[src/rtl/pred_pkg.sv]
// Shared types of the predicated squash unit.
// Assumes: nothing beyond the standard language.
package pred_pkg;

    // Sense of a conditional-move test on the tested register.
    typedef enum logic {
        MOVE_ON_ZERO    = 1'b0,
        MOVE_ON_NONZERO = 1'b1
    } cmov_sense_e;

endpackage

[src/rtl/pred_cmp_decode.sv]
// Turns the compares of one bundle into per-predicate write enables and values.
// Assumes: NUM_PREDS is a power of two, so every index is in range. Guards are
// read from the current (old) predicate state. A later compare overrides an
// earlier one, and a true target overrides a false target. Index 0 is never written.
module pred_cmp_decode #(
    parameter int NUM_PREDS = 8,
    parameter int NUM_CMP   = 2,
    localparam int IDX_W    = $clog2(NUM_PREDS)
) (
    input  logic                       bundle_valid,
    input  logic [NUM_PREDS-1:0]       pred_vec,
    input  logic [NUM_CMP-1:0]         cmp_valid,
    input  logic [NUM_CMP-1:0]         cmp_result,
    input  logic [NUM_CMP*IDX_W-1:0]   cmp_guard_idx,
    input  logic [NUM_CMP*IDX_W-1:0]   cmp_dst_true,
    input  logic [NUM_CMP*IDX_W-1:0]   cmp_dst_false,
    output logic [NUM_PREDS-1:0]       wr_en,
    output logic [NUM_PREDS-1:0]       wr_val
);

    // Merge all compare writes in priority order into one write request per predicate.
    always_comb begin
        wr_en  = '0;
        wr_val = '0;
        for (int c = 0; c < NUM_CMP; c++) begin
            if (bundle_valid && cmp_valid[c] &&
                pred_vec[cmp_guard_idx[c*IDX_W +: IDX_W]]) begin
                wr_en [cmp_dst_false[c*IDX_W +: IDX_W]] = 1'b1;
                wr_val[cmp_dst_false[c*IDX_W +: IDX_W]] = ~cmp_result[c];
                wr_en [cmp_dst_true[c*IDX_W +: IDX_W]]  = 1'b1;
                wr_val[cmp_dst_true[c*IDX_W +: IDX_W]]  = cmp_result[c];
            end
        end
        wr_en[0]  = 1'b0;
        wr_val[0] = 1'b0;
    end

endmodule

[src/rtl/pred_regfile.sv]
// Predicate register file. Entry 0 is a constant true; the others are stored flops.
// Assumes: wr_en/wr_val come from a decoder that has already resolved priority.
module pred_regfile #(
    parameter int NUM_PREDS = 8
) (
    input  logic                 clk,
    input  logic                 rst_n,
    input  logic [NUM_PREDS-1:0] wr_en,
    input  logic [NUM_PREDS-1:0] wr_val,
    output logic [NUM_PREDS-1:0] pred_vec
);

    logic [NUM_PREDS-1:1] pred_q;

    // Clear the stored predicates on reset, otherwise load the ones being written.
    always_ff @(posedge clk) begin
        if (!rst_n) begin
            pred_q <= '0;
        end else begin
            for (int k = 1; k < NUM_PREDS; k++) begin
                if (wr_en[k]) pred_q[k] <= wr_val[k];
            end
        end
    end

    // Present the full read vector with entry 0 tied true.
    always_comb begin
        pred_vec = {pred_q, 1'b1};
    end

    // the decoder must never hand a write to the constant entry.
    assert_p0_untouched_R2: assert property (@(posedge clk) disable iff (!rst_n)
        {wr_en[0], wr_val[0]} == 2'b00);

    for (genvar k = 1; k < NUM_PREDS; k++) begin : g_chk
        // a requested write shows up on the read port one cycle later.
        assert_write_lands_R5: assert property (@(posedge clk) disable iff (!rst_n)
            wr_en[k] |=> (pred_vec[k] == $past(wr_val[k])));
        // a predicate without a write request keeps its value.
        assert_hold_R6: assert property (@(posedge clk) disable iff (!rst_n)
            !wr_en[k] |=> $stable(pred_vec[k]));
    end

endmodule

[src/rtl/pred_slot_squash.sv]
// Per-slot squash logic: reads the guard predicate, raises kill when it is false,
// and gates the register write with bundle valid, the guard and the move test.
// Assumes: pred_vec already reflects all writes from earlier bundles only.
module pred_slot_squash #(
    parameter int NUM_PREDS = 8,
    parameter int DATA_W    = 32,
    localparam int IDX_W    = $clog2(NUM_PREDS)
) (
    input  logic                 clk,
    input  logic                 rst_n,
    input  logic                 bundle_valid,
    input  logic [NUM_PREDS-1:0] pred_vec,
    input  logic [IDX_W-1:0]     guard_idx,
    input  logic                 wen_in,
    input  logic                 cmov_en,
    input  logic                 cmov_sense,
    input  logic [DATA_W-1:0]    rt_val,
    output logic                 kill,
    output logic                 wen_out
);
    import pred_pkg::*;

    cmov_sense_e sense;
    logic        rt_zero;
    logic        move_ok;

    // Evaluate the conditional-move test for this slot.
    always_comb begin
        sense   = cmov_sense_e'(cmov_sense);
        rt_zero = (rt_val == '0);
        if (!cmov_en)                  move_ok = 1'b1;
        else if (sense == MOVE_ON_ZERO) move_ok = rt_zero;
        else                           move_ok = !rt_zero;
    end

    // Squash on a false guard and gate the write enable.
    always_comb begin
        kill    = !pred_vec[guard_idx];
        wen_out = bundle_valid && wen_in && !kill && move_ok;
    end

    // a move-on-zero only writes when the tested register is zero.
    assert_cmovz_R7: assert property (@(posedge clk) disable iff (!rst_n)
        (wen_out && cmov_en && !cmov_sense) |-> (rt_val == '0));
    // a move-on-non-zero only writes when the tested register is non-zero.
    assert_cmovnz_R8: assert property (@(posedge clk) disable iff (!rst_n)
        (wen_out && cmov_en && cmov_sense) |-> (rt_val != '0));

endmodule

[src/rtl/pred_squash_unit.sv]
// Top of the predicated squash unit: predicate file, compare decoder and one
// squash instance per issue slot.
// Assumes: compares and slots of one bundle arrive together with bundle_valid;
// the outputs are combinational from the inputs and the stored predicates.
module pred_squash_unit #(
    parameter int NUM_PREDS = 8,
    parameter int NUM_SLOTS = 6,
    parameter int NUM_CMP   = 2,
    parameter int DATA_W    = 32,
    localparam int IDX_W    = $clog2(NUM_PREDS)
) (
    input  logic                        clk,
    input  logic                        rst_n,
    input  logic                        bundle_valid,
    input  logic [NUM_SLOTS*IDX_W-1:0]  slot_guard_idx,
    input  logic [NUM_SLOTS-1:0]        slot_wen_in,
    input  logic [NUM_SLOTS-1:0]        slot_cmov_en,
    input  logic [NUM_SLOTS-1:0]        slot_cmov_sense,
    input  logic [NUM_SLOTS*DATA_W-1:0] slot_rt_val,
    input  logic [NUM_CMP-1:0]          cmp_valid,
    input  logic [NUM_CMP-1:0]          cmp_result,
    input  logic [NUM_CMP*IDX_W-1:0]    cmp_guard_idx,
    input  logic [NUM_CMP*IDX_W-1:0]    cmp_dst_true,
    input  logic [NUM_CMP*IDX_W-1:0]    cmp_dst_false,
    output logic [NUM_SLOTS-1:0]        slot_kill,
    output logic [NUM_SLOTS-1:0]        slot_wen_out
);

    logic [NUM_PREDS-1:0] pred_vec;
    logic [NUM_PREDS-1:0] wr_en;
    logic [NUM_PREDS-1:0] wr_val;

    pred_cmp_decode #(.NUM_PREDS(NUM_PREDS), .NUM_CMP(NUM_CMP)) u_decode (
        .bundle_valid  (bundle_valid),
        .pred_vec      (pred_vec),
        .cmp_valid     (cmp_valid),
        .cmp_result    (cmp_result),
        .cmp_guard_idx (cmp_guard_idx),
        .cmp_dst_true  (cmp_dst_true),
        .cmp_dst_false (cmp_dst_false),
        .wr_en         (wr_en),
        .wr_val        (wr_val)
    );

    pred_regfile #(.NUM_PREDS(NUM_PREDS)) u_regfile (
        .clk      (clk),
        .rst_n    (rst_n),
        .wr_en    (wr_en),
        .wr_val   (wr_val),
        .pred_vec (pred_vec)
    );

    for (genvar s = 0; s < NUM_SLOTS; s++) begin : g_slot
        pred_slot_squash #(.NUM_PREDS(NUM_PREDS), .DATA_W(DATA_W)) u_slot (
            .clk          (clk),
            .rst_n        (rst_n),
            .bundle_valid (bundle_valid),
            .pred_vec     (pred_vec),
            .guard_idx    (slot_guard_idx[s*IDX_W +: IDX_W]),
            .wen_in       (slot_wen_in[s]),
            .cmov_en      (slot_cmov_en[s]),
            .cmov_sense   (slot_cmov_sense[s]),
            .rt_val       (slot_rt_val[s*DATA_W +: DATA_W]),
            .kill         (slot_kill[s]),
            .wen_out      (slot_wen_out[s])
        );
    end

    // no slot may write while it is squashed or while no bundle issues.
    assert_killed_silent_R4: assert property (@(posedge clk) disable iff (!rst_n)
        ((slot_wen_out & slot_kill) == '0) && (bundle_valid || slot_wen_out == '0));

endmodule

[config.mk]
export PLATFORM = sky130hd
export DESIGN_NAME = pred_squash_unit
export DESIGN_NICKNAME = d
export VERILOG_FILES = /design/src/rtl/pred_pkg.sv /design/src/rtl/pred_cmp_decode.sv /design/src/rtl/pred_regfile.sv /design/src/rtl/pred_slot_squash.sv /design/src/rtl/pred_squash_unit.sv
export SDC_FILE = /design/constraint.sdc
export NUM_CORES = 1
export LEC_CHECK = 0
export CORE_AREA = 2 2 103 105
export CTS_BUF_LIST = sky130_fd_sc_hd__clkbuf_2
export DETAILED_ROUTE_END_ITERATION = 16
export DIE_AREA = 0 0 105 107
export GPL_ROUTABILITY_DRIVEN = 1
export MAX_ROUTING_LAYER = met4
export PLACE_DENSITY_LB_ADDON = 0.08
export SLEW_MARGIN = 20
export SYNTH_ARGS = -nofsm -noshare
export SYNTH_HDL_FRONTEND = slang
export SYNTH_SLANG_ARGS = --single-unit
[constraint.sdc]
create_clock -name clk -period 4.4 [get_ports clk]
set_input_delay 0.88 -clock clk [delete_from_list [all_inputs] [get_ports clk]]
set_output_delay 0.88 -clock clk [all_outputs]
set_load 0.02 [all_outputs]
Word-level counts from Yosys, hierarchy flattened:

Cells that the tools add are included.

* reduce and logical (&&, ||, !) cells: 44
* multiplexer cells: 43
* bitwise operators: 6
* order comparisons: 16

Operators by type and width (number)
* logical NOT 32 bit: 6
* less-than comparator 3 x 4 -> 1 bit (second input constant): 12
* 2-to-1 mux 8 bit: 4
* logical AND 1 bit: 26
* binary-select mux 1 bit (select 3 bit): 8
* bitwise mux 8 bit: 3
* 2-to-1 mux 1 bit: 24
* OR 8 bit: 3
* demux 1 bit (select 3 bit): 4
* greater-or-equal comparator 3 x 1 -> 1 bit (second input constant): 4
* logical NOT 1 bit: 12
* bitwise AND 8 bit: 1
* NOT 1 bit: 2

* logic and storage cells: 116
* bits in registers: 7
* input bits: 253

Logic depth before layout (Yosys ltp):

Gate-level depths: netlist of run 1.

* depth in word-level cells: 10
* mapped depth: 6
* depth with buffers taken out: 5

By module:

From an unflattened synthesis of run 1, not the netlist that was laid out.

* cell total of the unflattened synthesis: 268
* area total of the unflattened synthesis: 2097.0 um2

By module, submodules not included
* pred_slot_squash: instances 6, seq. area each 0.0 um2, area each 153.9 um2, cells an instance 17
* pred_cmp_decode: instances 1, seq. area each 0.0 um2, area each 908.4 um2, cells an instance 143
* pred_regfile: instances 1, seq. area each 140.1 um2, area each 265.3 um2, cells an instance 23

Worst setup path before layout of run 1:

No wires, ideal clock.

* path kind: input to output
* from: in slot_rt_val[56]
* to: out slot_wen_out[1]
* setup slack: 1.509 ns
* arrival time: 2.011 ns
* cell stages on the path: 5
* buffers on the path: 1
* path through: nor4_1 -> nand4_1 -> or3_1 -> a311oi_1 -> buf_4

* longest elaborated chain between the ends: 5

RTL lines
* from (decl): line pred_squash_unit.sv:19 `input logic [NUM_SLOTS*DATA_W-1:0] slot_rt_val,`
* logical NOT 32 bit (*): line pred_slot_squash.sv:30 `rt_zero = (rt_val == '0);`
* logical NOT 1 bit: line pred_slot_squash.sv:33 `else move_ok = !rt_zero;`
* 2-to-1 mux 1 bit (*): line pred_slot_squash.sv:32 `else if (sense == MOVE_ON_ZERO) move_ok = rt_zero;`
* 2-to-1 mux 1 bit (*): line pred_slot_squash.sv:31 `if (!cmov_en) move_ok = 1'b1;`
* logical AND 1 bit (*): line pred_slot_squash.sv:39 `wen_out = bundle_valid && wen_in && !kill && move_ok;`
* to (decl): line pred_squash_unit.sv:26 `output logic [NUM_SLOTS-1:0] slot_wen_out`

Mark *: on every way between the ends. The rest lies on a longest branch, timed or not.

Final worst setup path of run 1:

* from: in slot_rt_val[97]
* to: out slot_wen_out[3]

Same word-level chain as after synthesis.

==> results of run 1 <==
==> power by group <==
part           leakage (uW)  total [uW]  switching, uW  internal (uW)
clock             0.0000166        49.0           24.9           24.1
combinational       0.00146         330           90.5            240
sequential        0.0000566        69.5           4.56           64.9
total               0.00153         449            120            329
==> cell usage after synthesis, types with 2 or more instances <==
cell / number
nand2b_1: 2
nand2_1: 12
a311oi_1: 6
o21bai_1: 2
dfxtp_1: 7
or3_1: 6
o21ai_0: 19
nand4_1: 18
inv_1: 3
a221oi_1: 6
clkbuf_1: 3
mux4_2: 7
nand3_1: 3
o221ai_1: 3
xor2_1: 7
mux2i_1: 16
nor3b_1: 9
buf_4: 12
xnor2_1: 7
nor4_1: 48
a21oi_1: 15
nand3b_1: 9
nor2_1: 8
==> layout make-up <==
class / count / area [um^2] / share of cell area [%]
timing repair buffer: 266 / 2660 / 58.2
multi-input combinational: 215 / 1570 / 34.4
tap: 136 / 170 / 3.72
sequential: 7 / 140 / 3.07
clock buffer: 4 / 20.0 / 0.438
inverter: 3 / 11.3 / 0.246
==> final timing paths <==
check        slack [ps]  depth (start not counted)             endpoint                start
min reg2reg         720                          2  u_regfile.pred_q[2]  u_regfile.pred_q[2]
max                 340                          7      slot_wen_out[3]      slot_rt_val[97]
max reg2reg        2390                          5  u_regfile.pred_q[7]  u_regfile.pred_q[1]
min                 720                          2  u_regfile.pred_q[2]  u_regfile.pred_q[2]
==> tightest hold or removal path, delay by kind of cell, from the launching register on <==
| kind | cells | cell delay, ps |
|---|---|---|
| flops | 1 | 420 |
| mux | 1 | 180 |
| compound gates | 1 | 80 |
==> stage by stage <==
| stage | utilization [%] | area, um^2 |
|---|---|---|
| floorplan | - | 1870 |
| global route | 45.3 | 4570 |
| detailed placement | 45.1 | 4550 |
| global placement | 45.1 | 4550 |
| finish | 45.3 | 4570 |
| CTS | 45.3 | 4570 |
==> cells by family after synthesis <==
logic type | share of synthesized area (%)
XOR/XNOR | 6.55
AND/OR/NAND/NOR | 39.3
flip-flops | 7.48
AO/OA/AOI/OAI | 20.2
multiplexers | 17.8
buffers and inverters | 8.68
==> routing by layer <==
layer / wire length, um / vias up / GRT usage (%)
li1: - / 1511 / -
met1: 4200 / 1324 / 20.4
met2: 5550 / 164 / 32.7
met3: 1030 / 13 / 4.92
met4: 183 / 0 / 4.76
met5: 0 / - / -
==> flow_metrics.env, run 1 <==
export IMPL_status="completed"
export IMPL_start_kind="input port"
export IMPL_path_cells="clkdlybuf4s50_1 -> nor4_1 -> nand4_1 -> or3_1 -> a311oi_1 -> buf_4 -> clkdlybuf4s50_1"
export IMPL_top_regs="u_regfile.pred_q: 7 flops"
export IMPL_track_usage_pct=18.4
export IMPL_endpoint_kind="output pin"
export IMPL_htree_levels=1
export IMPL_final_common_cell="clkdlybuf4s50_1"
export IMPL_start_util_pct=18.6
export IMPL_synthCells=243
export IMPL_setup_viol=0
export IMPL_synth_ff_type="dfxtp_1"
export IMPL_worstPathRequired_ps=3520
export IMPL_slew_headroom_pct=59.9
export IMPL_fillers=1023
export IMPL_fin_crit_sh_pct=92.2
export IMPL_cap_viol_max_count=0
export IMPL_yosysTopAreaCell="nor4_1"
export IMPL_cts_num_sinks=7
export IMPL_grt_max_degree=10
export IMPL_grt_pass1_wl_um=15900
export IMPL_layout_common_cells="clkdlybuf4s50_1, nor4_1, o21ai_0"
export IMPL_syn_area_mm2=0.00187
export IMPL_worstPathBufferInverterCount=3
export IMPL_clkLatencyLatePin_ps=240
export IMPL_ctsHoldBuffers=0
export IMPL_synth_fp_nets=496
export IMPL_overflow=0
export IMPL_yosysTopAreaCellShare_pct=16.0
export IMPL_cts_buffers=3
export IMPL_timing_final_hold_violations=0
export IMPL_power_leakage_uw=0.00153
export IMPL_io_pins=265
export IMPL_setup_ws_ps=341
export IMPL_finalSetupTns_ps=0
export IMPL_synth_edf_count=0
export IMPL_tightestPinTransition_ps=601
export IMPL_clock_tree_root_cell="clkbuf_2"
export IMPL_p_per_area_mw_per_mm2=98.2
export IMPL_die_area_mm2=0.0112
export IMPL_criticalPathCategory="input port to output pin"
export IMPL_rsz0062_at_grt="no"
export IMPL_slew_viol_final=0
export IMPL_dpl_hpwl_um=9840
export IMPL_cpLargestDelayFamily="buffers and inverters"
export IMPL_grt_pass1_vias=3014
export IMPL_drcViolationCount=0
export IMPL_hold_slack_ps=720
export IMPL_dpl_cell_count=627
export IMPL_clk_pin_slew_ps=80
export IMPL_wl_per_cell_um=17.4
export IMPL_first_pass_iters=4
export IMPL_critPathMaxStageDelay_ps=640
export IMPL_ctsResizeCount=0
export IMPL_ant_nets=0
export IMPL_cp_slowest_cell="clkdlybuf4s50_1"
export IMPL_synth_distinct_cells=38
export IMPL_fin_crit_ps=4060
export IMPL_vdd_drop_max_mv=0.0423
export IMPL_path_common_cell="clkdlybuf4s50_1"
export IMPL_ys_ff_latch=7
export IMPL_final_cells=631
export IMPL_cts_tree="built"
export IMPL_routabilityCongestion=0.802
export IMPL_vias=3012
export IMPL_rows=37
export IMPL_fmax_ghz=0.246
export IMPL_nets=749
export IMPL_finalPower_uw=449
export IMPL_die_height_um=107
export IMPL_regMostFlops="u_regfile.pred_q"
export IMPL_netlist_top_cells_area="nor4_1, mux2i_1, mux4_2"
export IMPL_cp_data_arrival_time_ps=3180
export IMPL_die_x_um=105
export IMPL_drive_gt1_share_pct=4.24
export IMPL_seq_area_frac_synth_pct=7.48
export IMPL_post_cts_buffers=0
export IMPL_grt_antenna_before_repair=0
export IMPL_postRouteWirelength_um=11000
export IMPL_cts_max_path_buffers=2
export IMPL_io_buffers=264
export IMPL_yosys_warnings=0
export IMPL_post_place_ws_ps=309
export IMPL_worstHoldPathType="flip-flop to flip-flop"
export IMPL_largest_reg_flops=7
export IMPL_avgSynthCellArea_um2=7.71
export IMPL_crit_fanout=2
export IMPL_area_growth_syn_to_layout_pct=144
export IMPL_diodes=0
export IMPL_fin_skew_ps=8.78
export IMPL_drt_initial_drc_count=102
export IMPL_async_reset_ff_share_pct=0
export IMPL_via_per_inst=4.77
export IMPL_core_area_mm2=0.0101
(Power assumes the default switching activity.)
==> run 2: changes to the inputs <==
Settings changed: PLACE_DENSITY from default to 0.74, PLACE_DENSITY_LB_ADDON 0.08 to default.
==> flow_metrics.env, run 2 (same netlist as run 1, synthesis figures left out) <==
export IMPL_io_buffers=264
export IMPL_first_pass_iters=4
export IMPL_power_leakage_uw=0.00152
export IMPL_die_x_um=105
export IMPL_diodes=0
export IMPL_timing_rr_start="u_regfile.pred_q[1]"
export IMPL_worstPathBufferInverterCount=2
export IMPL_crit_fanout=2
export IMPL_cap_viol_max_count=0
export IMPL_ctsResizeCount=0
export IMPL_path_cells="clkdlybuf4s50_1 -> nor4_1 -> nand4_1 -> or3_1 -> a311oi_1 -> clkdlybuf4s50_1"
export IMPL_cpLargestDelayFamily="buffers and inverters"
export IMPL_dpl_cell_count=625
export IMPL_p_per_area_mw_per_mm2=98.7
export IMPL_regMostFlops="u_regfile.pred_q"
export IMPL_critPathLaunch="slot_rt_val[89]"
export IMPL_min_from="u_regfile.pred_q[1]"
export IMPL_rows=37
export IMPL_via_per_inst=4.85
export IMPL_cts_num_sinks=7
export IMPL_worstHoldPathType="flip-flop to flip-flop"
export IMPL_design_area_mm2=0.00455
export IMPL_ant_nets=0
export IMPL_drt_initial_drc_count=164
export IMPL_core_area_mm2=0.0101
export IMPL_path_common_cell="clkdlybuf4s50_1"
export IMPL_dpl_cell_area_mm2=0.00453
export IMPL_ctsHoldBuffers=0
export IMPL_die_height_um=107
export IMPL_cts_max_path_buffers=2
export IMPL_hold_path_endpoint="u_regfile.pred_q[1]"
export IMPL_clkLatencyLatePin_ps=230
export IMPL_fmax_ghz=0.248
export IMPL_cts_tree="built"
export IMPL_largest_reg_flops=7
export IMPL_grt_pass1_vias=3183
export IMPL_top_regs="u_regfile.pred_q: 7 flops"
export IMPL_fillers=1008
export IMPL_drcViolationCount=0
export IMPL_slew_headroom_pct=64.7
export IMPL_grt_antenna_before_repair=0
export IMPL_area_growth_syn_to_layout_pct=143
export IMPL_start_kind="input port"
export IMPL_endpoint_kind="output pin"
export IMPL_track_usage_pct=18.0
export IMPL_wl_per_cell_um=17.1
export IMPL_fin_crit_ps=4030
export IMPL_vias=3050
export IMPL_nets=747
export IMPL_finalSetupTns_ps=0
export IMPL_cts_buffers=3
export IMPL_rrSetupSlack_ps=2440
export IMPL_critPathMaxStageDelay_ps=650
export IMPL_criticalPathCategory="input port to output pin"
export IMPL_cp_slowest_cell="clkdlybuf4s50_1"
export IMPL_io_pins=265
export IMPL_overflow=0
export IMPL_status="completed"
export IMPL_final_common_cell="clkdlybuf4s50_1"
export IMPL_dpl_hpwl_um=9420
export IMPL_slew_viol_final=0
export IMPL_vdd_drop_max_mv=0.0455
export IMPL_post_cts_buffers=0
export IMPL_setup_viol=0
export IMPL_htree_levels=1
export IMPL_start_util_pct=18.6
export IMPL_timing_final_hold_violations=0
export IMPL_fin_crit_sh_pct=91.6
export IMPL_grt_max_degree=10
export IMPL_min_delay_path_depth=2
export IMPL_layout_common_cells="clkdlybuf4s50_1, nor4_1, o21ai_0"
export IMPL_postRouteWirelength_um=10800
export IMPL_tightestPinTransition_ps=529
export IMPL_ff2ff_path_depth=5
export IMPL_clock_tree_root_cell="clkbuf_2"
export IMPL_rsz0062_at_grt="no"
export IMPL_die_area_mm2=0.0112
export IMPL_grt_pass1_wl_um=15900
export IMPL_routabilityCongestion=0.844
export IMPL_drive_gt1_share_pct=3.85
export IMPL_final_cells=629
export IMPL_worstPathRequired_ps=3520
export IMPL_worstReg2RegEnd="u_regfile.pred_q[7]"
export IMPL_fin_skew_ps=3.09
export IMPL_cp_data_arrival_time_ps=3150
export IMPL_clk_pin_slew_ps=70
## run 2: cell count changes in the layout (fill, tap and decap cells not counted), sizes merged
cell  before  now
buf        2    0
## run 2: final cells by class
cell class / count / area [um^2] / area share [%]
Timing Repair Buffer: 264 / 2640 / 58.0
Multi-Input combinational cell: 215 / 1570 / 34.5
Tap cell: 136 / 170 / 3.74
Sequential cell: 7 / 140 / 3.08
Clock buffer: 4 / 20.0 / 0.440
Inverter: 3 / 11.3 / 0.247
## run 2: worst min-delay path, stage by stage, from the launching register on
cell and delay, ps:
dfxtp_1 440, mux2i_1 210, a21oi_1 80
## run 2: metal layers
layer  global-route usage, %  wire length (um)
met4                    2.19                91
met2                    31.7              5350
met3                    4.38               986
met5                       -                 0
met1                    21.4              4320
## run 2: worst max-delay path by stage
stage | end | slack, ps | depth (start not counted)
after floorplan | slot_wen_out[1] | 1510 | 5
after global routing | slot_wen_out[3] | 230 | 6
final | slot_wen_out[2] | 370 | 6
after global placement | slot_wen_out[3] | 330 | 6
after CTS | slot_wen_out[3] | 310 | 6
after detailed placement | slot_wen_out[3] | 320 | 6
## run 2: where the power goes
part / switching, uW / internal, uW
Clock: 22.5 / 24.1
Sequential: 5.29 / 64.9
Combinational: 93.6 / 239
## run 2: metrics by stage
step           power [uW]  hold WS [ps]  utilization, %  worst slack, ps
4_1_cts               453           794            45.1              305
5_1_grt               479           820            45.1              227
6_report              450           769            45.1              368
3_3_place_gp          399           773            44.9              335
3_5_place_dp          404           776            44.9              324
2_1_floorplan         148           582               -             1510
